**config.mk**
```make
export PLATFORM = sky130hd
export DESIGN_NAME = spi_master
export DESIGN_NICKNAME = d
export VERILOG_FILES = /design/src/rtl/spi_master_pkg.sv /design/src/rtl/spi_half_timer.sv /design/src/rtl/spi_shift_engine.sv /design/src/rtl/spi_master.sv
export SDC_FILE = /design/constraint.sdc
export NUM_CORES = 1
export LEC_CHECK = 0
export BUFFER_PORTS_ARGS = -buffer_cell sky130_fd_sc_hd__buf_4
export CORE_MARGIN = 4
export CORE_UTILIZATION = 50
export DETAILED_ROUTE_END_ITERATION = 16
export GPL_ROUTABILITY_DRIVEN = 0
export GPL_TIMING_DRIVEN = 1
export PLACE_DENSITY = 0.7
export SLEW_MARGIN = 20
export SYNTH_ARGS = -nofsm -noshare
export SYNTH_HDL_FRONTEND = slang
export SYNTH_SLANG_ARGS = --single-unit
```
**constraint.sdc**
```tcl
create_clock -name clk -period 4.3 [get_ports clk]
set_clock_uncertainty 0.05 [all_clocks]
set_input_delay 0.43 -clock clk [delete_from_list [all_inputs] [get_ports clk]]
set_output_delay 0.43 -clock clk [all_outputs]
set_load 0.02 [all_outputs]
```
**src/rtl/spi_master_pkg.sv**
```systemverilog
package spi_master_pkg;

  localparam int CS_N   = 4;
  localparam int WORD_W = 16;

  // Frame length in bits from a 4-bit length code; reserved codes fall back to 8.
  function automatic logic [4:0] frame_bits(input logic [3:0] code);
    if (code <= 4'd8) return 5'(code) + 5'd8;
    return 5'd8;
  endfunction

  // Half-period length in bus cycles; zero is promoted to one.
  function automatic logic [7:0] eff_div(input logic [7:0] raw);
    return (raw == 8'd0) ? 8'd1 : raw;
  endfunction

  // Index of the lowest zero in the one-cold select field.
  function automatic logic [1:0] cs_index(input logic [CS_N-1:0] field);
    logic [1:0] idx;
    idx = 2'd0;
    for (int i = CS_N - 1; i >= 0; i--) begin
      if (!field[i]) idx = 2'(i);
    end
    return idx;
  endfunction

endpackage

```
**src/rtl/spi_half_timer.sv**
```systemverilog
module spi_half_timer #(
  parameter int DIV_W = 8
) (
  input  logic             clk,
  input  logic             clr,
  input  logic             run,
  input  logic [DIV_W-1:0] div,
  output logic             tick
);
  logic [DIV_W-1:0] cnt;

  assign tick = run && (cnt == div - DIV_W'(1));

  always_ff @(posedge clk) begin
    if (clr || !run || tick) cnt <= '0;
    else                     cnt <= cnt + DIV_W'(1);
  end
endmodule

```
**src/rtl/spi_shift_engine.sv**
```systemverilog
module spi_shift_engine #(
  parameter int W     = 16,
  parameter int CNT_W = 5,
  parameter int DIV_W = 8
) (
  input  logic             clk,
  input  logic             clr,
  input  logic             start,
  input  logic [W-1:0]     word,
  input  logic [CNT_W-1:0] nbits,
  input  logic [DIV_W-1:0] div,
  input  logic             cpha,
  input  logic             miso,
  output logic             busy,
  output logic             ph,
  output logic             mosi,
  output logic             done,
  output logic [W-1:0]     rx_word
);
  localparam int EC_W = CNT_W + 1;

  logic [CNT_W-1:0] nb_q;
  logic [DIV_W-1:0] div_q;
  logic             cpha_q;
  logic [EC_W-1:0]  ec;
  logic [W-1:0]     sreg;
  logic [W-1:0]     aligned;
  logic             tick;
  logic             leading;
  logic             last_edge;

  spi_half_timer #(.DIV_W(DIV_W)) u_tmr (
    .clk(clk), .clr(clr), .run(busy), .div(div_q), .tick(tick)
  );

  always_comb aligned = word << (W - int'(nbits));
  assign leading   = !ph;
  assign last_edge = tick && (ec == {nb_q, 1'b0} - EC_W'(1));

  always_ff @(posedge clk) begin
    if (clr) begin
      busy <= 1'b0; ph <= 1'b0; mosi <= 1'b0; done <= 1'b0;
      ec <= '0; sreg <= '0; rx_word <= '0;
      nb_q <= CNT_W'(8); div_q <= DIV_W'(1); cpha_q <= 1'b0;
    end else begin
      done <= 1'b0;
      if (start && !busy) begin
        busy <= 1'b1; ph <= 1'b0; ec <= '0; rx_word <= '0;
        nb_q <= nbits; div_q <= div; cpha_q <= cpha;
        if (!cpha) begin
          mosi <= aligned[W-1];
          sreg <= aligned << 1;
        end else begin
          sreg <= aligned;
        end
      end else if (busy && tick) begin
        ph <= ~ph;
        ec <= ec + EC_W'(1);
        if (leading == cpha_q) begin
          mosi <= sreg[W-1];
          sreg <= sreg << 1;
        end else begin
          rx_word <= {rx_word[W-2:0], miso};
        end
        if (last_edge) begin
          busy <= 1'b0;
          done <= 1'b1;
        end
      end
    end
  end
endmodule

```
**src/rtl/spi_master.sv**
```systemverilog
module spi_master
  import spi_master_pkg::*;
#(
  parameter logic [31:0] VERSION = 32'h0000_0102
) (
  input  logic        clk,
  input  logic        rst_n,
  input  logic        bus_wr,
  input  logic        bus_rd,
  input  logic [7:0]  bus_addr,
  input  logic [31:0] bus_wdata,
  output logic [31:0] bus_rdata,
  output logic        irq,
  output logic        sck,
  output logic        mosi,
  input  logic        miso,
  output logic [3:0]  cs_n
);
  localparam logic [31:0] MODE_BITS = 32'h000F_0031;
  localparam logic [15:0] CFG_BITS  = 16'hFFFB;
  localparam logic [9:0]  IRQ_BITS  = 10'h20B;

  // Register-bus decode
  logic wr_ctl, wr_mode, wr_tdr, wr_ier, wr_idr, wr_cfg, rx_rd;
  assign wr_ctl  = bus_wr && bus_addr == 8'h00;
  assign wr_mode = bus_wr && bus_addr == 8'h04;
  assign wr_tdr  = bus_wr && bus_addr == 8'h0C;
  assign wr_ier  = bus_wr && bus_addr == 8'h14;
  assign wr_idr  = bus_wr && bus_addr == 8'h18;
  assign wr_cfg  = bus_wr && bus_addr[7:4] == 4'h3 && bus_addr[1:0] == 2'b00;
  assign rx_rd   = bus_rd && bus_addr == 8'h08;

  logic ctl_en, ctl_dis, ctl_rst, ctl_last, clr;
  assign ctl_en   = wr_ctl && bus_wdata[0];
  assign ctl_dis  = wr_ctl && bus_wdata[1];
  assign ctl_rst  = wr_ctl && bus_wdata[7];
  assign ctl_last = wr_ctl && bus_wdata[24];
  assign clr      = !rst_n || ctl_rst;

  // State
  logic        en_q, tx_full, rx_full, ovr_q, last_pend, cs_act;
  logic [31:0] mode_q;
  logic [15:0] cfg_q [CS_N];
  logic [15:0] tx_hold, rx_data;
  logic [9:0]  imr_q;

  // Active select and its configuration
  logic [1:0]  sel;
  logic [15:0] cfg_sel;
  logic        sel_cpol, sel_keep;
  assign sel      = cs_index(mode_q[19:16]);
  assign cfg_sel  = cfg_q[sel];
  assign sel_cpol = cfg_sel[0];
  assign sel_keep = cfg_sel[3];

  // Engine handshake
  logic        sh_busy, sh_ph, sh_mosi, sh_done;
  logic [15:0] sh_rx;
  logic        tx_load, tx_empty, cs_release;

  assign tx_load = en_q && mode_q[0] && tx_full && !sh_busy &&
                   !(mode_q[5] && rx_full) && !ctl_dis && !ctl_rst;
  assign tx_empty   = !tx_full && !sh_busy;
  assign cs_release = cs_act && tx_empty && (!sel_keep || last_pend);

  spi_shift_engine #(.W(WORD_W), .CNT_W(5), .DIV_W(8)) u_eng (
    .clk(clk), .clr(clr || ctl_dis), .start(tx_load), .word(tx_hold),
    .nbits(frame_bits(cfg_sel[7:4])), .div(eff_div(cfg_sel[15:8])),
    .cpha(!cfg_sel[1]), .miso(miso), .busy(sh_busy), .ph(sh_ph),
    .mosi(sh_mosi), .done(sh_done), .rx_word(sh_rx)
  );

  always_ff @(posedge clk) begin
    if (clr) begin
      en_q <= 1'b0; mode_q <= '0; tx_hold <= '0; tx_full <= 1'b0;
      rx_data <= '0; rx_full <= 1'b0; ovr_q <= 1'b0; imr_q <= '0;
      last_pend <= 1'b0; cs_act <= 1'b0;
      for (int i = 0; i < CS_N; i++) cfg_q[i] <= '0;
    end else begin
      if (ctl_dis)     en_q <= 1'b0;
      else if (ctl_en) en_q <= 1'b1;
      if (wr_mode) mode_q <= bus_wdata & MODE_BITS;
      if (wr_cfg)  cfg_q[bus_addr[3:2]] <= bus_wdata[15:0] & CFG_BITS;
      if (wr_tdr) begin
        tx_hold <= bus_wdata[15:0];
        tx_full <= 1'b1;
      end else if (tx_load) begin
        tx_full <= 1'b0;
      end
      if (sh_done) begin
        rx_data <= sh_rx;
        rx_full <= 1'b1;
        if (rx_full && !rx_rd) ovr_q <= 1'b1;
        else if (rx_rd)        ovr_q <= 1'b0;
      end else if (rx_rd) begin
        rx_full <= 1'b0;
        ovr_q   <= 1'b0;
      end
      if (wr_ier) imr_q <= imr_q | (bus_wdata[9:0] & IRQ_BITS);
      if (wr_idr) imr_q <= imr_q & ~bus_wdata[9:0];
      if (ctl_dis || cs_release) last_pend <= 1'b0;
      else if (ctl_last)         last_pend <= 1'b1;
      if (ctl_dis)         cs_act <= 1'b0;
      else if (tx_load)    cs_act <= 1'b1;
      else if (cs_release) cs_act <= 1'b0;
    end
  end

  logic [31:0] status;
  assign status = {15'b0, en_q, 6'b0, tx_empty, 5'b0, ovr_q, 1'b0, !tx_full, rx_full};

  always_comb begin
    bus_rdata = '0;
    case (bus_addr)
      8'h04:   bus_rdata = mode_q;
      8'h08:   bus_rdata = {16'b0, rx_data};
      8'h10:   bus_rdata = status;
      8'h1C:   bus_rdata = {22'b0, imr_q};
      8'h30, 8'h34, 8'h38, 8'h3C: bus_rdata = {16'b0, cfg_q[bus_addr[3:2]]};
      8'hFC:   bus_rdata = VERSION;
      default: bus_rdata = '0;
    endcase
  end

  assign irq  = |(status[9:0] & imr_q);
  assign sck  = sel_cpol ^ sh_ph;
  assign mosi = sh_mosi;

  for (genvar g = 0; g < CS_N; g++) begin : g_cs
    assign cs_n[g] = !(cs_act && sel == 2'(g));
  end
endmodule

```
[Word level (Yosys, flattened, before mapping)]
Memories as Yosys holds them, arrays and structs flattened.
Index checks and enable logic that the tools add are counted.
Word-level totals
  output and inout bits: 39
  RAM bits: 60
  logic and storage cells: 171
  bits of input ports: 45
  register bits: 119
  memories kept: 1
Memory list
  cfg_q: words 4, bits a word 15, read ports 2, clocked after memory_dff 0, wr ports 4, line spi_master.sv:43  | logic [15:0] cfg_q [CS_N];
Cells by class
  bitwise gates (word level): 8
  add/sub/neg operators: 6
  shifts and indexed selects: 1
  $lt $le $gt $ge: 1
  equality and inequality tests: 20
  muxes and demuxes: 40
  reduce and logical (&&, ||, !) cells: 73
Operators by type and width (count)
  20-bit one-hot mux with 6 select lines: 1
  16-bit 2-to-1 mux: 4
  8-bit by 5-bit equality test with 1-bit output (second input constant): 4
  8-bit by 6-bit equality test with 1-bit output (second input constant): 4
  16-bit by 32-bit left shift with 16-bit output: 1
  1-bit logical AND: 31
  1-bit 2-to-1 mux: 24
  10-bit AND: 2
  10-bit 2-to-1 mux: 2
  8-bit by 4-bit equality test with 1-bit output (second input constant): 2
  8-bit zero test: 2
  15-bit 2-to-1 mux: 1
  15-bit OR reduction: 1
  1-bit zero test: 14
  2-bit nonzero test: 7
  2-bit 2-to-1 mux: 5
  5-bit 2-to-1 mux: 2
  10-bit NOT: 1
  10-bit OR: 1
  10-bit OR reduction: 1
  8-bit by 1-bit adder with 8-bit output (second input constant): 1
  8-bit by 3-bit equality test with 1-bit output (second input constant): 1
  8-bit equality test: 1
  8-bit equality test (second input constant): 1
  other kinds (22): 35

[Longest topological paths before layout]
Gate-level depths: netlist of the first run.
An unclocked memory read counts as a cell.
  depth in word-level cells: 12
  depth in mapped cells: 18
  mapped depth without buffers: 14

[Cells and area by module]
A second synthesis of the first run with hierarchy kept.
Unflattened totals
  cells, all modules: 1026
  area, all modules: 9877.0 sq um
By module, submodules not included
  spi_master: sequential area each 2902.8 sq um, cells each 544, instances 1, area each 5816.8 sq um
  spi_shift_engine: sequential area each 1121.1 sq um, cells each 416, instances 1, area each 3479.6 sq um
  spi_half_timer: sequential area each 160.2 sq um, cells each 66, instances 1, area each 580.6 sq um

[Worst setup path before layout of the first run]
Ideal clock, no wire load.
  path kind: register -> register
  start: register mode_q[17]
  end: register u_eng.mosi
  period minus slack after synthesis: 3.457 ns
  setup slack: 0.843 ns
  data required time: 4.147 ns
  arrival: 3.304 ns
  cell stages (with the launch flop): 17
  setup time: 0.103 ns
  path buffers: 4
  path through: dfxtp_1 > buf_4 > and3b_1 > a211oi_4 > nor2_8 > inv_4 > buf_12 > buf_6 > ha_1 > clkbuf_1 > clkinv_1 > a21oi_1 > o21ai_0 > a31oi_1 > a21o_1 > a21oi_1 > a2111oi_2
Between the ends
  cells in the longest elaborated chain, start to end: 10
Ends and longest elaborated chain
  start, declared: line spi_master.sv:42  | logic [31:0] mode_q;
  start signal, assigned: line spi_master.sv:82  | if (wr_mode) mode_q <= bus_wdata & MODE_BITS;
  2-bit 2-to-1 mux * (2 in series): line spi_master_pkg.sv:22  | if (!field[i]) idx = 2'(i);
  memory 4 x 15 bit *
  4-bit by 4-bit adder with 5-bit output / 4-bit <= comparator (equally long branches): line spi_master_pkg.sv:8  | if (code <= 4'd8) return 5'(code) + 5'd8;
  5-bit 2-to-1 mux / 1-bit 2-to-1 mux (equally long branches): line spi_master_pkg.sv:8
  5-bit 2-to-1 mux: line spi_master_pkg.sv:9  | return 5'd8;
  5-bit by 5-bit subtractor with 6-bit output: line spi_shift_engine.sv:36  | always_comb aligned = word << (W - int'(nbits));
  16-bit by 32-bit left shift with 16-bit output: line spi_shift_engine.sv:36
  1-bit 2-to-1 mux: line spi_shift_engine.sv:50  | if (!cpha) begin
  1-bit 2-to-1 mux: line spi_shift_engine.sv:47  | if (start && !busy) begin
  end signal, assigned: line spi_shift_engine.sv:51  | mosi <= aligned[W-1];
  end signal, assigned: line spi_shift_engine.sv:60  | mosi <= sreg[W-1];
  end, declared: line spi_shift_engine.sv:16  | output logic mosi,
Mark *: on every way between the ends. The rest lies on a longest branch, timed or not. The select of a mux whose other input is x is not followed.
A chain may end at the register's enable or synchronous reset.

[Worst setup path after layout of the first run]
  start: register mode_q[18]
  end: register u_eng.mosi
Between the ends
  cells in the longest elaborated chain, start to end: 11
Ends and longest elaborated chain (line)
  2-bit 2-to-1 mux * (3 in series): spi_master_pkg.sv:22
  memory 4 x 15 bit *
  4-bit by 4-bit adder with 5-bit output / 4-bit <= comparator (equally long branches): spi_master_pkg.sv:8
  5-bit 2-to-1 mux / 1-bit 2-to-1 mux (equally long branches): spi_master_pkg.sv:8
  5-bit 2-to-1 mux: spi_master_pkg.sv:9
  5-bit by 5-bit subtractor with 6-bit output: spi_shift_engine.sv:36
  16-bit by 32-bit left shift with 16-bit output: spi_shift_engine.sv:36
  1-bit 2-to-1 mux: spi_shift_engine.sv:50
  1-bit 2-to-1 mux: spi_shift_engine.sv:47
Marked as above.

==> parameters.txt, run 1 <==
Parameter                              Value

Synth
  Yosys warning count ... 0
  Complex-gate fraction of the synthesized area ... 0.1417
  Largest family of logic cells by synthesized area ... simple AND/OR/NAND/NOR gates
  Post-synth top area cell ... sky130_fd_sc_hd__dfxtp_1
  Async set-reset flop share out of synthesis ... 0
  Number of synthesized flops with an enable pin ... 60
  Ranking of synthesized cells by area ... sky130_fd_sc_hd__dfxtp_1 (25%), sky130_fd_sc_hd__edfxtp_1 (19%), sky130_fd_sc_hd__mux2i_1 (6.6%)
  Synth top area share ... 0.2465
  Number of library cell types mapped by synthesis ... 77
  Xor/xnor share of the synthesized area ... 0.02991
  Syn_area_per_cell ... a little under 10 µm²
  Commonest register cell after synthesis ... sky130_fd_sc_hd__dfxtp_1
  Synth Area in Simple Gates ... 0.1976
  Register bit total from synthesis ... around 180
  Post-synth design cell area ... between 9000 and 10000 µm²
  Gate count after technology mapping ... between 1k and 1.5k
  Post-synthesis sequential area ratio ... 0.4330
  Adder-cell share of the synthesized area ... 0.006474
  Mux contribution to synthesized area ... 0.1389

Layout
  Fraction of final layout cells with drive strength greater than 1 ... 0.1581
  Area of all placed cells without fillers ... between 10000 and 15000 µm²
  Final net count ... about 1.1k
  Antenna cell count ... 0
  Area growth from synthesis to layout ... 12.31%

Die
  Number of placement rows ... 50
  Die width ... around 150 µm
  Top-level I/O count ... 84
  Initial Utilization ... 0.5132
  Die Y-Extent ... between 100 and 150 µm
  Placeable core area ... 18830 µm²
  Total die area ... roughly 22000 µm²

Route
  Remaining design rule violation count ... 0
  Ratio of routed vias to standard cells ... 6.010
  Post-detailed-routing wire length ... ~27 mm
  DRT antenna net count ... 0
  Routed wirelength normalized by instance count ... roughly 20 µm
  Routed via count ... a little under 8k
  Total iterations of the first detailed-routing run ... 5
  Initial DRC count ... 860

Timing
  Maximum clock rate ... 255.0 MHz
  Count of final max-slew check failures ... 0
  Post-layout minimum cycle time ... between 3 and 4 ns
  Worst-Margin Slew ... slightly above 1 ns
  Setup total negative slack ... 0 ns
  Endpoints failing setup ... 0
  Fin crit share ... 0.9121
  Unrepaired setup endpoints after global routing ... false
  Number of hold-slack violations in the final timing report ... 0
  Hold Slack ... between 0.15 and 0.2 ns
  Max-slew headroom ... 0.3235

Global route
  Number of global-route vias before repair ... between 7k and 8k
  Global routing usage summed across all routing layers ... 0.2443
  Maximum number of pins on one net before global-route repair ... 47
  Congestion Overflow GR ... 0
  Antenna violations before repair ... 0
  Wire length of the first global-routing pass ... ~41 mm

Setup path
  Data required time of the critical path ... about 4.6 ns
  Largest stage delay, worst path ... approximately 0.75 ns
  Most prevalent standard cell on the critical path ... sky130_fd_sc_hd__a21oi_1
  R2r setup slk ... approximately 0.38 ns
  CP Data Arrival Time ... roughly 4.2 ns
  CP max stage cell ... sky130_fd_sc_hd__dfxtp_1
  R2r startpoint ... mode_q[18]
  Setup crit end kind ... register
  Worst reg-to-reg path cell count ... 13
  Maximum fanout encountered on the critical timing path ... 18
  Kind of critical path ... register to register
  Ordered cell list for the critical path ... nand3b_1, a21oi_2, a211o_4, nor2_8, inv_4, ha_1, clkinv_1, a21oi_1, o21ai_0, a31oi_1, a21o_1, a21oi_1, a2111oi_2
  Sort of element at the start of the critical path ... register
  Worst setup path start ... mode_q[18]

Clocking
  Cts repair resizes ... 0
  CTS H-tree lvls ... 4
  Insertion delay of the later-clocked pin in the worst-skew pair ... between 0.4 and 0.5 ns
  Number of clock buffers inserted by TritonCTS ... 17
  Buffers inserted by post-CTS timing repair ... 0
  Number of hold-repair buffers added at the cts stage ... 0
  Clock tree from TritonCTS ... built
  Clk buf depth ... 2
  Clock slew at the register clock pins of the worst setup and hold paths ... 0.06 ns
  Clk sinks ... 179
  Root buf cell ... sky130_fd_sc_hd__clkbuf_16

Power
  Leakage power total ... 4.333 nW
  Worst VDD drop ... ~290 µV
  PD cells ... around 330 nW/µm²

Worst hold path
  Hold Path Stages ... 3
  Min-delay worst type ... primary input to register
  Min-Delay Startpoint ... bus_wdata[18]

Placement
  Port Buffers ... 60
  Area after DPL ... approximately 10000 µm²
  HPWL after detailed placement ... 18.63 mm

Run status
  Outcome ... finished, final reports clean

Job
  Count of maximum capacitance violations ... 0
==> through the flow <==
stage	instances	total power [W]	utilization	worst slack, ns
floorplan	1014	0.002005	-	0.8430
global placement	1285	0.002106	0.5468	0.5370
detailed placement	1285	0.002109	0.5468	0.5207
CTS	1316	0.003569	0.5763	0.4779
global route	1316	0.003667	0.5763	0.06342
finish	1316	0.003564	0.5763	0.3780
==> power breakdown <==
group / internal, W / switching, W
registers: 0.00177 / 0.0000172
clock network: 0.000807 / 0.000679
logic: 0.0000988 / 0.000187
==> layer usage <==
metal,track usage,wire length [µm]
met4,0.08201,613
met2,0.3743,12010
met3,0.05151,2097
met1,0.3468,11780
met5,0,0
==> worst max-delay path: cells and delay by family, from the launching register on <==
kind	cells	cell delay, ns
compound gates	8	2.00
fa+ha+maj	1	0.37
buf+inv	2	0.37
flops	1	0.75
simple gates	2	0.27
==> cell usage in the layout (no fill, tap or decap), types with 11 or more instances in the layout <==
cell type,instances
sky130_fd_sc_hd__nor2_1,105
sky130_fd_sc_hd__nand3_1,25
sky130_fd_sc_hd__nor2b_1,15
sky130_fd_sc_hd__xnor2_1,14
sky130_fd_sc_hd__edfxtp_1,60
sky130_fd_sc_hd__mux4_2,20
sky130_fd_sc_hd__o22ai_1,11
sky130_fd_sc_hd__clkbuf_16,18
sky130_fd_sc_hd__o21ai_0,19
sky130_fd_sc_hd__nand2_1,115
sky130_fd_sc_hd__conb_1,12
sky130_fd_sc_hd__nor3_1,24
sky130_fd_sc_hd__mux2i_1,64
sky130_fd_sc_hd__xor2_1,19
sky130_fd_sc_hd__a211oi_1,22
sky130_fd_sc_hd__inv_1,22
sky130_fd_sc_hd__a22oi_1,14
sky130_fd_sc_hd__buf_4,88
sky130_fd_sc_hd__dfxtp_1,119
sky130_fd_sc_hd__and3_1,41
sky130_fd_sc_hd__and2_1,15
sky130_fd_sc_hd__a21oi_1,52
sky130_fd_sc_hd__a22o_1,17
==> cells in the mapped netlist (all sizes together), types with 7 or more instances <==
cell type and count:
xor2 19, and3 41, mux2i 64, nand2 117
nor3 26, a22oi 14, dfxtp 119, a22o 17
mux4 27, xnor2 14, a211oi 24, nor2b 15
buf 35, inv 23, edfxtp 60, and2 15
nand3 26, a21oi 53, nand2b 10, o21ai 21
nor2 107, nand4 7, o22ai 11, nor4 7
a31oi 8, clkbuf 42
==> path summary, 6_finish.rpt <==
check	to
min reg2reg	u_eng.sreg[0]
max reg2reg	u_eng.mosi
max	u_eng.mosi
min	mode_q[18]
==> logic make-up after synthesis <==
| kind of cell | after synthesis |
|---|---|
| flops | 179 |
| xor+xnor | 33 |
| mux | 97 |
| other cells | 1 |
| compound gates | 194 |
| buf+inv | 102 |
| simple gates | 392 |
| fa+ha+maj | 5 |
==> cell type report <==
| type | instances | area, µm² |
|---|---|---|
| Tap cell | 260 | 325.3 |
| Sequential cell | 179 | 4184 |
| Fill cell | 1681 | 7978 |
| Clock buffer | 21 | 481.7 |
| Clock inverter | 10 | 73.82 |
| Inverter | 25 | 96.34 |
| Timing Repair Buffer | 88 | 660.6 |
| Multi-Input combinational cell | 733 | 5031 |
==> sequential cells by signal, summed over array words and instances (netlist names), 5 cells and up, named ones only <==
name             cells
mode_q               7
u_eng.u_tmr.cnt      8
u_eng.sreg          16
u_eng.ec             6
tx_hold             16
cfg_q               60
u_eng.rx_word       16
u_eng.nb_q           5
imr_q                6
rx_data             16
u_eng.div_q          8
No activity file was read; power rests on OpenSTA's default activity.
==> run 2: changes to the inputs <==
Settings changed: BUFFER_PORTS_ARGS -buffer_cell sky130_fd_sc_hd__buf_4 to default, DONT_BUFFER_PORTS from default to 1, PLACE_DENSITY 0.7 to 0.66.
==> run 2 against run 1 <==
Worst setup slack got worse by 0.051 ns. Die area stayed put. Via count decreased by 4.9%. Maximum frequency is 1.3% lower. Sequential share of layout area increased by 1.3 points. Total power increased by 5.0%. Routed wire length down 0.20%. Critical path depth unchanged. First-iteration DRC count up 4.9%. Largest power group unchanged.
==> parameters.txt, run 2 (same netlist as run 1, synthesis figures left out) <==
Parameter                              Value

Layout
  Most common cell after layout, fill and taps aside ... sky130_fd_sc_hd__dfxtp_1 (unchanged)
  Final net count ... 1034 (was 1094)
  Multi-input logic area ... 5031 µm² (unchanged)
  Sequential cell area in the final layout ... 4184 µm² (unchanged)
  Antenna cell count ... 0 (unchanged)
  Most flop-heavy register ... cfg_q (unchanged)
  Final Instance Count excl. Fillers ... 1257 (was 1316)
  Fraction of final layout cells with drive strength greater than 1 ... 0.1083 (was 0.1581)
  Number of filler cells placed in the layout ... 1651 (was 1681)
  Most frequent cells in the layout ... sky130_fd_sc_hd__dfxtp_1 (119), sky130_fd_sc_hd__nand2_1 (115), sky130_fd_sc_hd__nor2_1 (105), sky130_fd_sc_hd__mux2i_1 (64), sky130_fd_sc_hd__edfxtp_1 (60) (was sky130_fd_sc_hd__dfxtp_1 (119), sky130_fd_sc_hd__nand2_1 (115), sky130_fd_sc_hd__nor2_1 (105), sky130_fd_sc_hd__buf_4 (88), sky130_fd_sc_hd__mux2i_1 (64))
  Area growth from synthesis to layout ... 8.559% (was 12.31%)
  Max reg flops ... 60 (unchanged)

Run status
  Outcome ... finished, final reports clean (unchanged)

Placement
  # placed instances ... 1225 (was 1285)
  Port Buffers ... 0 (was 60)
  HPWL after detailed placement ... 18.64 mm (was 18.63 mm)

Die
  Initial Utilization ... 0.5132 (unchanged)
  Placeable core area ... 18830 µm² (unchanged)
  Die Y-Extent ... 147.0 µm (unchanged)
  Die width ... 147.0 µm (unchanged)
  Top-level I/O count ... 84 (unchanged)
  Number of placement rows ... 50 (unchanged)
  Total die area ... 21610 µm² (unchanged)

Setup path
  Worst reg-to-reg path cell count ... 13 (unchanged)
  Sort of element at the start of the critical path ... register (unchanged)
  Ordered cell list for the critical path ... nand2_1, a21oi_2, a211o_4, nor2_8, inv_4, ha_1, clkinv_1, a21oi_1, o21ai_0, a31oi_1, a21o_1, a21oi_1, a2111oi_2 (was nand3b_1, a21oi_2, a211o_4, nor2_8, inv_4, ha_1, clkinv_1, a21oi_1, o21ai_0, a31oi_1, a21o_1, a21oi_1, a2111oi_2)
  Crit Reg-Reg Endpoint ... u_eng.mosi (unchanged)
  Kind of critical path ... register to register (unchanged)
  Data required time of the critical path ... 4.58 ns (was 4.59 ns)
  CP max stage cell ... sky130_fd_sc_hd__dfxtp_1 (unchanged)
  Largest stage delay, worst path ... 0.74 ns (was 0.75 ns)
  Setup crit end kind ... register (unchanged)
  Worst setup path start ... mode_q[17] (was mode_q[18])
  CP Data Arrival Time ... 4.26 ns (was 4.21 ns)
  Capturing instance or port of the critical path ... u_eng.mosi (unchanged)
  R2r setup slk ... 0.33 ns (was 0.38 ns)
  Maximum fanout encountered on the critical timing path ... 16 (was 18)
  Most prevalent standard cell on the critical path ... sky130_fd_sc_hd__a21oi_1 (unchanged)
  R2r startpoint ... mode_q[17] (was mode_q[18])

Job
  Count of maximum capacitance violations ... 0 (unchanged)

Power
  Worst VDD drop ... 258.2 µV (was 292.8 µV)
  Total Power ... 0.003741 W (was 0.003564 W)
  PD cells ... 356.7 nW/µm² (was 328.4 nW/µm²)
  Leakage power total ... 4.060 nW (was 4.333 nW)

Timing
  Max-slew headroom ... 0.2963 (was 0.3235)
  Count of final max-slew check failures ... 0 (unchanged)
  Setup total negative slack ... 0 ns (unchanged)
  Post-layout minimum cycle time ... 3.973 ns (was 3.922 ns)
  Maximum clock rate ... 251.7 MHz (was 255.0 MHz)
  Worst-Margin Slew ... 1.054 ns (was 1.013 ns)
  Unrepaired setup endpoints after global routing ... false (unchanged)
  Endpoints failing setup ... 0 (unchanged)
  Fin crit share ... 0.9239 (was 0.9121)
  Number of hold-slack violations in the final timing report ... 0 (unchanged)

Route
  DRT antenna net count ... 0 (unchanged)
  Initial DRC count ... 902 (was 860)
  Post-detailed-routing wire length ... 26.45 mm (was 26.50 mm)
  Remaining design rule violation count ... 0 (unchanged)
  Routed wirelength normalized by instance count ... 21.04 µm (was 20.14 µm)
  Routed via count ... 7525 (was 7909)
  Ratio of routed vias to standard cells ... 5.986 (was 6.010)
  Total iterations of the first detailed-routing run ... 6 (was 5)

Global route
  Antenna violations before repair ... 0 (unchanged)
  Maximum number of pins on one net before global-route repair ... 47 (unchanged)
  Congestion Overflow GR ... 0 (unchanged)
  Wire length of the first global-routing pass ... 40.59 mm (was 41.41 mm)
  Global routing usage summed across all routing layers ... 0.2429 (was 0.2443)
  Number of global-route vias before repair ... 7054 (was 7315)

Clocking
  Insertion delay of the later-clocked pin in the worst-skew pair ... 0.44 ns (about the same)
  CTS H-tree lvls ... 4 (unchanged)
  Root buf cell ... sky130_fd_sc_hd__clkbuf_16 (unchanged)
  Clock slew at the register clock pins of the worst setup and hold paths ... 0.07 ns (was 0.06 ns)
  Cts repair resizes ... 0 (unchanged)
  Clock tree from TritonCTS ... built (unchanged)
  Number of hold-repair buffers added at the cts stage ... 0 (unchanged)
  Buffers inserted by post-CTS timing repair ... 0 (unchanged)
  Number of clock buffers inserted by TritonCTS ... 17 (unchanged)
  Clk buf depth ... 2 (unchanged)
  Clk sinks ... 179 (unchanged)

Worst hold path
  Min-delay worst type ... primary input to register (unchanged)
  Min-Delay Startpoint ... bus_wdata[9] (was bus_wdata[18])
[run 2: layout make-up]
type	instances	share of cell area
clock buffer	18	0.04091
clock inverter	14	0.02040
inverter	25	0.009184
multi-input combinational	733	0.4796
sequential	179	0.3989
tap	260	0.03101
timing repair buffer	28	0.02004
[run 2: worst min path at each step]
| stage | slack [ns] | cells past startpoint | to |
|---|---|---|---|
| 5_1_grt | 0.02 | 1 | register |
| 4_1_cts | 0.02 | 1 | register |
| 3_5_place_dp | 0.41 | 2 | u_eng.sreg[0] |
| 3_3_place_gp | 0.41 | 2 | u_eng.sreg[0] |
| 2_1_floorplan | 0.38 | 2 | tx_hold[15] |
| 6_report | 0.03 | 1 | register |
[run 2: routing by layer]
metal,routed length (µm),track usage
met1,11880,0.3310
met4,450,0.07130
met2,12060,0.3817
met3,2064,0.06663
met5,0,0
[run 2: worst max-delay path: cells and delay by family (launching register included)]
family          cells  cell delay, ns
simple gates        2            0.35
flops               1            0.74
compound gates      8            2.00
buf+inv             2            0.37
fa+ha+maj           1            0.36
[run 2: per-stage QoR]
stage | instance area [µm²] | hold WS (ns) | utilization | setup WS (ns)
after floorplan | 9704 | 0.3834 | - | 0.8430
after global placement | 9847 | 0.4114 | 0.5229 | 0.5689
after detailed placement | 9847 | 0.4097 | 0.5229 | 0.4805
after CTS | 10490 | 0.02067 | 0.5571 | 0.4211
after global routing | 10490 | 0.01884 | 0.5571 | 0.06771
final | 10490 | 0.03389 | 0.5571 | 0.3271
[run 2: power breakdown]
part | switching, W | internal (W)
combinational | 0.000153 | 0.0000784
clock | 0.000723 | 0.000995
sequential | 0.0000177 | 0.00177
total | 0.000894 | 0.00285
==> run 3: changes to the inputs <==
--- a/config.mk
+++ b/config.mk
@@ -7,10 +7,11 @@
 export LEC_CHECK = 0
 export CORE_MARGIN = 4
-export CORE_UTILIZATION = 50
+export CORE_UTILIZATION = 55
+export CTS_CLUSTER_DIAMETER = 50
 export DETAILED_ROUTE_END_ITERATION = 16
 export DONT_BUFFER_PORTS = 1
 export GPL_ROUTABILITY_DRIVEN = 0
 export GPL_TIMING_DRIVEN = 1
-export PLACE_DENSITY = 0.66
+export PLACE_DENSITY = 0.71
 export SLEW_MARGIN = 20
 export SYNTH_ARGS = -nofsm -noshare
==> constraint.sdc (replaced) <==
create_clock -name clk -period 4.3 [get_ports clk]
set_clock_uncertainty 0.05 [all_clocks]
set_input_delay 0.645 -clock clk [delete_from_list [all_inputs] [get_ports clk]]
set_output_delay 0.645 -clock clk [all_outputs]
set_load 0.02 [all_outputs]
==> run 3 against run 2 <==
Flip-flop and latch count did not move. Core utilization rose by 4.8 points. Worst setup slack improved by 0.18 ns. Largest power group unchanged. Sequential share of layout area rose by 0.25 points. Clock power fell by 6%. Total power fell by 2.9%. Highest routed layer unchanged. Non-clock buffer count rose by 2. Routed wire length fell by 2.5%. Die area fell by 8.6%. Critical path depth rose by 1. Critical path type unchanged. Clock-buffer cell count did not move. Combinational power fell by 2%. Largest cell class unchanged.
==> parameters.txt, run 3 (same netlist as run 1, synthesis figures left out) <==
Parameter                              Value

Route
  Routed wirelength normalized by instance count ... 21.08 µm (was 21.04 µm)
  Post-detailed-routing wire length ... 25.80 mm (was 26.45 mm)
  Remaining design rule violation count ... 0 (unchanged)
  Total iterations of the first detailed-routing run ... 5 (was 6)
  Ratio of routed vias to standard cells ... 6.181 (was 5.986)
  Initial DRC count ... 682 (was 902)
  DRT antenna net count ... 0 (unchanged)
  Routed via count ... 7565 (was 7525)

Global route
  Number of global-route vias before repair ... 7020 (was 7054)
  Antenna violations before repair ... 0 (unchanged)
  Wire length of the first global-routing pass ... 40.43 mm (was 40.59 mm)
  Congestion Overflow GR ... 0 (unchanged)
  Maximum number of pins on one net before global-route repair ... 47 (unchanged)
  Global routing usage summed across all routing layers ... 0.2633 (was 0.2429)

Setup path
  CP max stage cell ... sky130_fd_sc_hd__dfxtp_1 (unchanged)
  Kind of critical path ... register to register (unchanged)
  R2r startpoint ... mode_q[18] (was mode_q[17])
  R2r setup slk ... 0.51 ns (was 0.33 ns)
  Number of buffers and inverters on the critical path ... 3 (was 2)
  Setup crit end kind ... register (unchanged)
  Worst reg-to-reg path cell count ... 14 (was 13)
  Ordered cell list for the critical path ... buf_4, nand2b_1, a21oi_1, a211oi_4, nor2_8, inv_4, ha_1, clkinv_1, a21oi_1, o21ai_0, a31oi_1, a21o_1, a21oi_1, a2111oi_2 (was nand2_1, a21oi_2, a211o_4, nor2_8, inv_4, ha_1, clkinv_1, a21oi_1, o21ai_0, a31oi_1, a21o_1, a21oi_1, a2111oi_2)
  Largest stage delay, worst path ... 0.48 ns (was 0.74 ns)
  Data required time of the critical path ... 4.58 ns (about the same)
  Family with the most delay on the worst path ... compound AO/OA/AOI/OAI gates (unchanged)
  Crit Reg-Reg Endpoint ... u_eng.mosi (unchanged)
  Maximum fanout encountered on the critical timing path ... 12 (was 16)
  CP Data Arrival Time ... 4.07 ns (was 4.26 ns)
  Most prevalent standard cell on the critical path ... sky130_fd_sc_hd__a21oi_1 (unchanged)
  Sort of element at the start of the critical path ... register (unchanged)

Timing
  Maximum clock rate ... 263.8 MHz (was 251.7 MHz)
  Unrepaired setup endpoints after global routing ... false (unchanged)
  Worst-Margin Slew ... 1.043 ns (was 1.054 ns)
  Max-slew headroom ... 0.3036 (was 0.2963)
  Fin crit share ... 0.8815 (was 0.9239)
  Count of final max-slew check failures ... 0 (unchanged)
  Post-layout minimum cycle time ... 3.790 ns (was 3.973 ns)
  Endpoints failing setup ... 0 (unchanged)
  Number of hold-slack violations in the final timing report ... 0 (unchanged)
  Setup total negative slack ... 0 ns (unchanged)
  Hold Slack ... 0.2455 ns (was 0.03389 ns)

Clocking
  Clk buf depth ... 2 (unchanged)
  Clock tree from TritonCTS ... built (unchanged)
  Cts repair resizes ... 0 (unchanged)
  Clk sinks ... 179 (unchanged)
  Buffers inserted by post-CTS timing repair ... 0 (unchanged)
  Clock slew at the register clock pins of the worst setup and hold paths ... 0.07 ns (about the same)
  Insertion delay of the later-clocked pin in the worst-skew pair ... 0.44 ns (about the same)
  Number of clock buffers inserted by TritonCTS ... 17 (unchanged)
  CTS H-tree lvls ... 4 (unchanged)
  Root buf cell ... sky130_fd_sc_hd__clkbuf_16 (unchanged)
  Number of hold-repair buffers added at the cts stage ... 0 (unchanged)

Placement
  HPWL after detailed placement ... 18.39 mm (was 18.64 mm)
  Area after DPL ... 9818 µm² (was 9847 µm²)
  # placed instances ... 1192 (was 1225)
  Port Buffers ... 0 (unchanged)

Power
  Leakage power total ... 4.056 nW (was 4.060 nW)
  Total Power ... 0.003633 W (was 0.003741 W)
  Worst VDD drop ... 290.4 µV (was 258.2 µV)
  PD cells ... 348.5 nW/µm² (was 356.7 nW/µm²)

Worst hold path
  Min-delay worst type ... primary input to register (unchanged)
  Hold Path Stages ... 1 (unchanged)
  Min-Delay Startpoint ... bus_wdata[0] (was bus_wdata[9])

Layout
  Antenna cell count ... 0 (unchanged)
  Most common cell after layout, fill and taps aside ... sky130_fd_sc_hd__dfxtp_1 (unchanged)
  Fraction of final layout cells with drive strength greater than 1 ... 0.1091 (was 0.1083)
  Most frequent cells in the layout ... sky130_fd_sc_hd__dfxtp_1 (119), sky130_fd_sc_hd__nand2_1 (115), sky130_fd_sc_hd__nor2_1 (105), sky130_fd_sc_hd__mux2i_1 (64), sky130_fd_sc_hd__edfxtp_1 (60) (unchanged)
  Area of all placed cells without fillers ... 10420 µm² (was 10490 µm²)
  Final Instance Count excl. Fillers ... 1224 (was 1257)
  Number of filler cells placed in the layout ... 1463 (was 1651)
  Max reg flops ... 60 (unchanged)
  Area growth from synthesis to layout ... 7.872% (was 8.559%)
  Most flop-heavy register ... cfg_q (unchanged)
  Final net count ... 1036 (was 1034)

Job
  Count of maximum capacitance violations ... 0 (unchanged)

Die
  Number of placement rows ... 48 (was 50)
  Top-level I/O count ... 84 (unchanged)
  Total die area ... 19750 µm² (was 21610 µm²)
  Initial Utilization ... 0.5606 (was 0.5132)
  Die width ... 140.6 µm (was 147.0 µm)
  Die Y-Extent ... 140.6 µm (was 147.0 µm)
  Placeable core area ... 17240 µm² (was 18830 µm²)

Run status
  Outcome ... finished, final reports clean (unchanged)
## run 3: cell types whose count changed in the layout (fill, tap and decap cells not counted), sizes merged
cell	previous run	this run
bufinv	4	3
clkinvlp	3	2
clkinv	2	7
inv	30	27
buf	28	30
## run 3: layout make-up
cell class                 instances  area [µm²]  area share
multi-input combinational        733        5031      0.4827
clock inverter                    14       176.4     0.01692
inverter                          25       96.34    0.009243
sequential                       179        4184      0.4014
timing repair buffer              30       225.2     0.02161
tap                              225       281.5     0.02701
clock buffer                      18       429.2     0.04117
## run 3: power breakdown
part / switching, W / internal [W]
Combinational: 0.000149 / 0.0000777
Clock: 0.000694 / 0.000921
Sequential: 0.0000166 / 0.00177
## run 3: how the worst max path moves through the flow
stage                 from       endpoint  slack, ns  depth (start not counted)
3_3_place_gp   bus_addr[5]    cfg_q[1][4]       0.67                          8
4_1_cts         mode_q[18]     u_eng.mosi       0.56                         14
2_1_floorplan   mode_q[17]     u_eng.mosi       0.84                         16
3_5_place_dp   bus_addr[5]    cfg_q[1][4]       0.60                          8
5_1_grt         mode_q[18]  u_eng.sreg[2]       0.26                         14
6_report        mode_q[18]     u_eng.mosi       0.51                         14
## run 3: per-layer routing
metal,part of all wire,GRT usage
met1,0.44,0.3716
met3,0.084,0.07375
met5,0,0
met4,0.020,0.07088
met2,0.46,0.4010
## run 3: metrics by stage
step | worst slack (ns) | utilization
global placement | 0.6660 | 0.5696
global route | 0.2640 | 0.6047
detailed placement | 0.5967 | 0.5696
floorplan | 0.8430 | -
finish | 0.5097 | 0.6047
CTS | 0.5636 | 0.6047
## run 3: worst reg2reg max path: cells and delay by family, from the launching register on
kind / cells / cell delay [ns]
flip-flops: 1 / 0.48
AND/OR/NAND/NOR: 2 / 0.23
adder cells (fa/ha/maj): 1 / 0.37
buffers and inverters: 3 / 0.64
AO/OA/AOI/OAI: 8 / 1.95
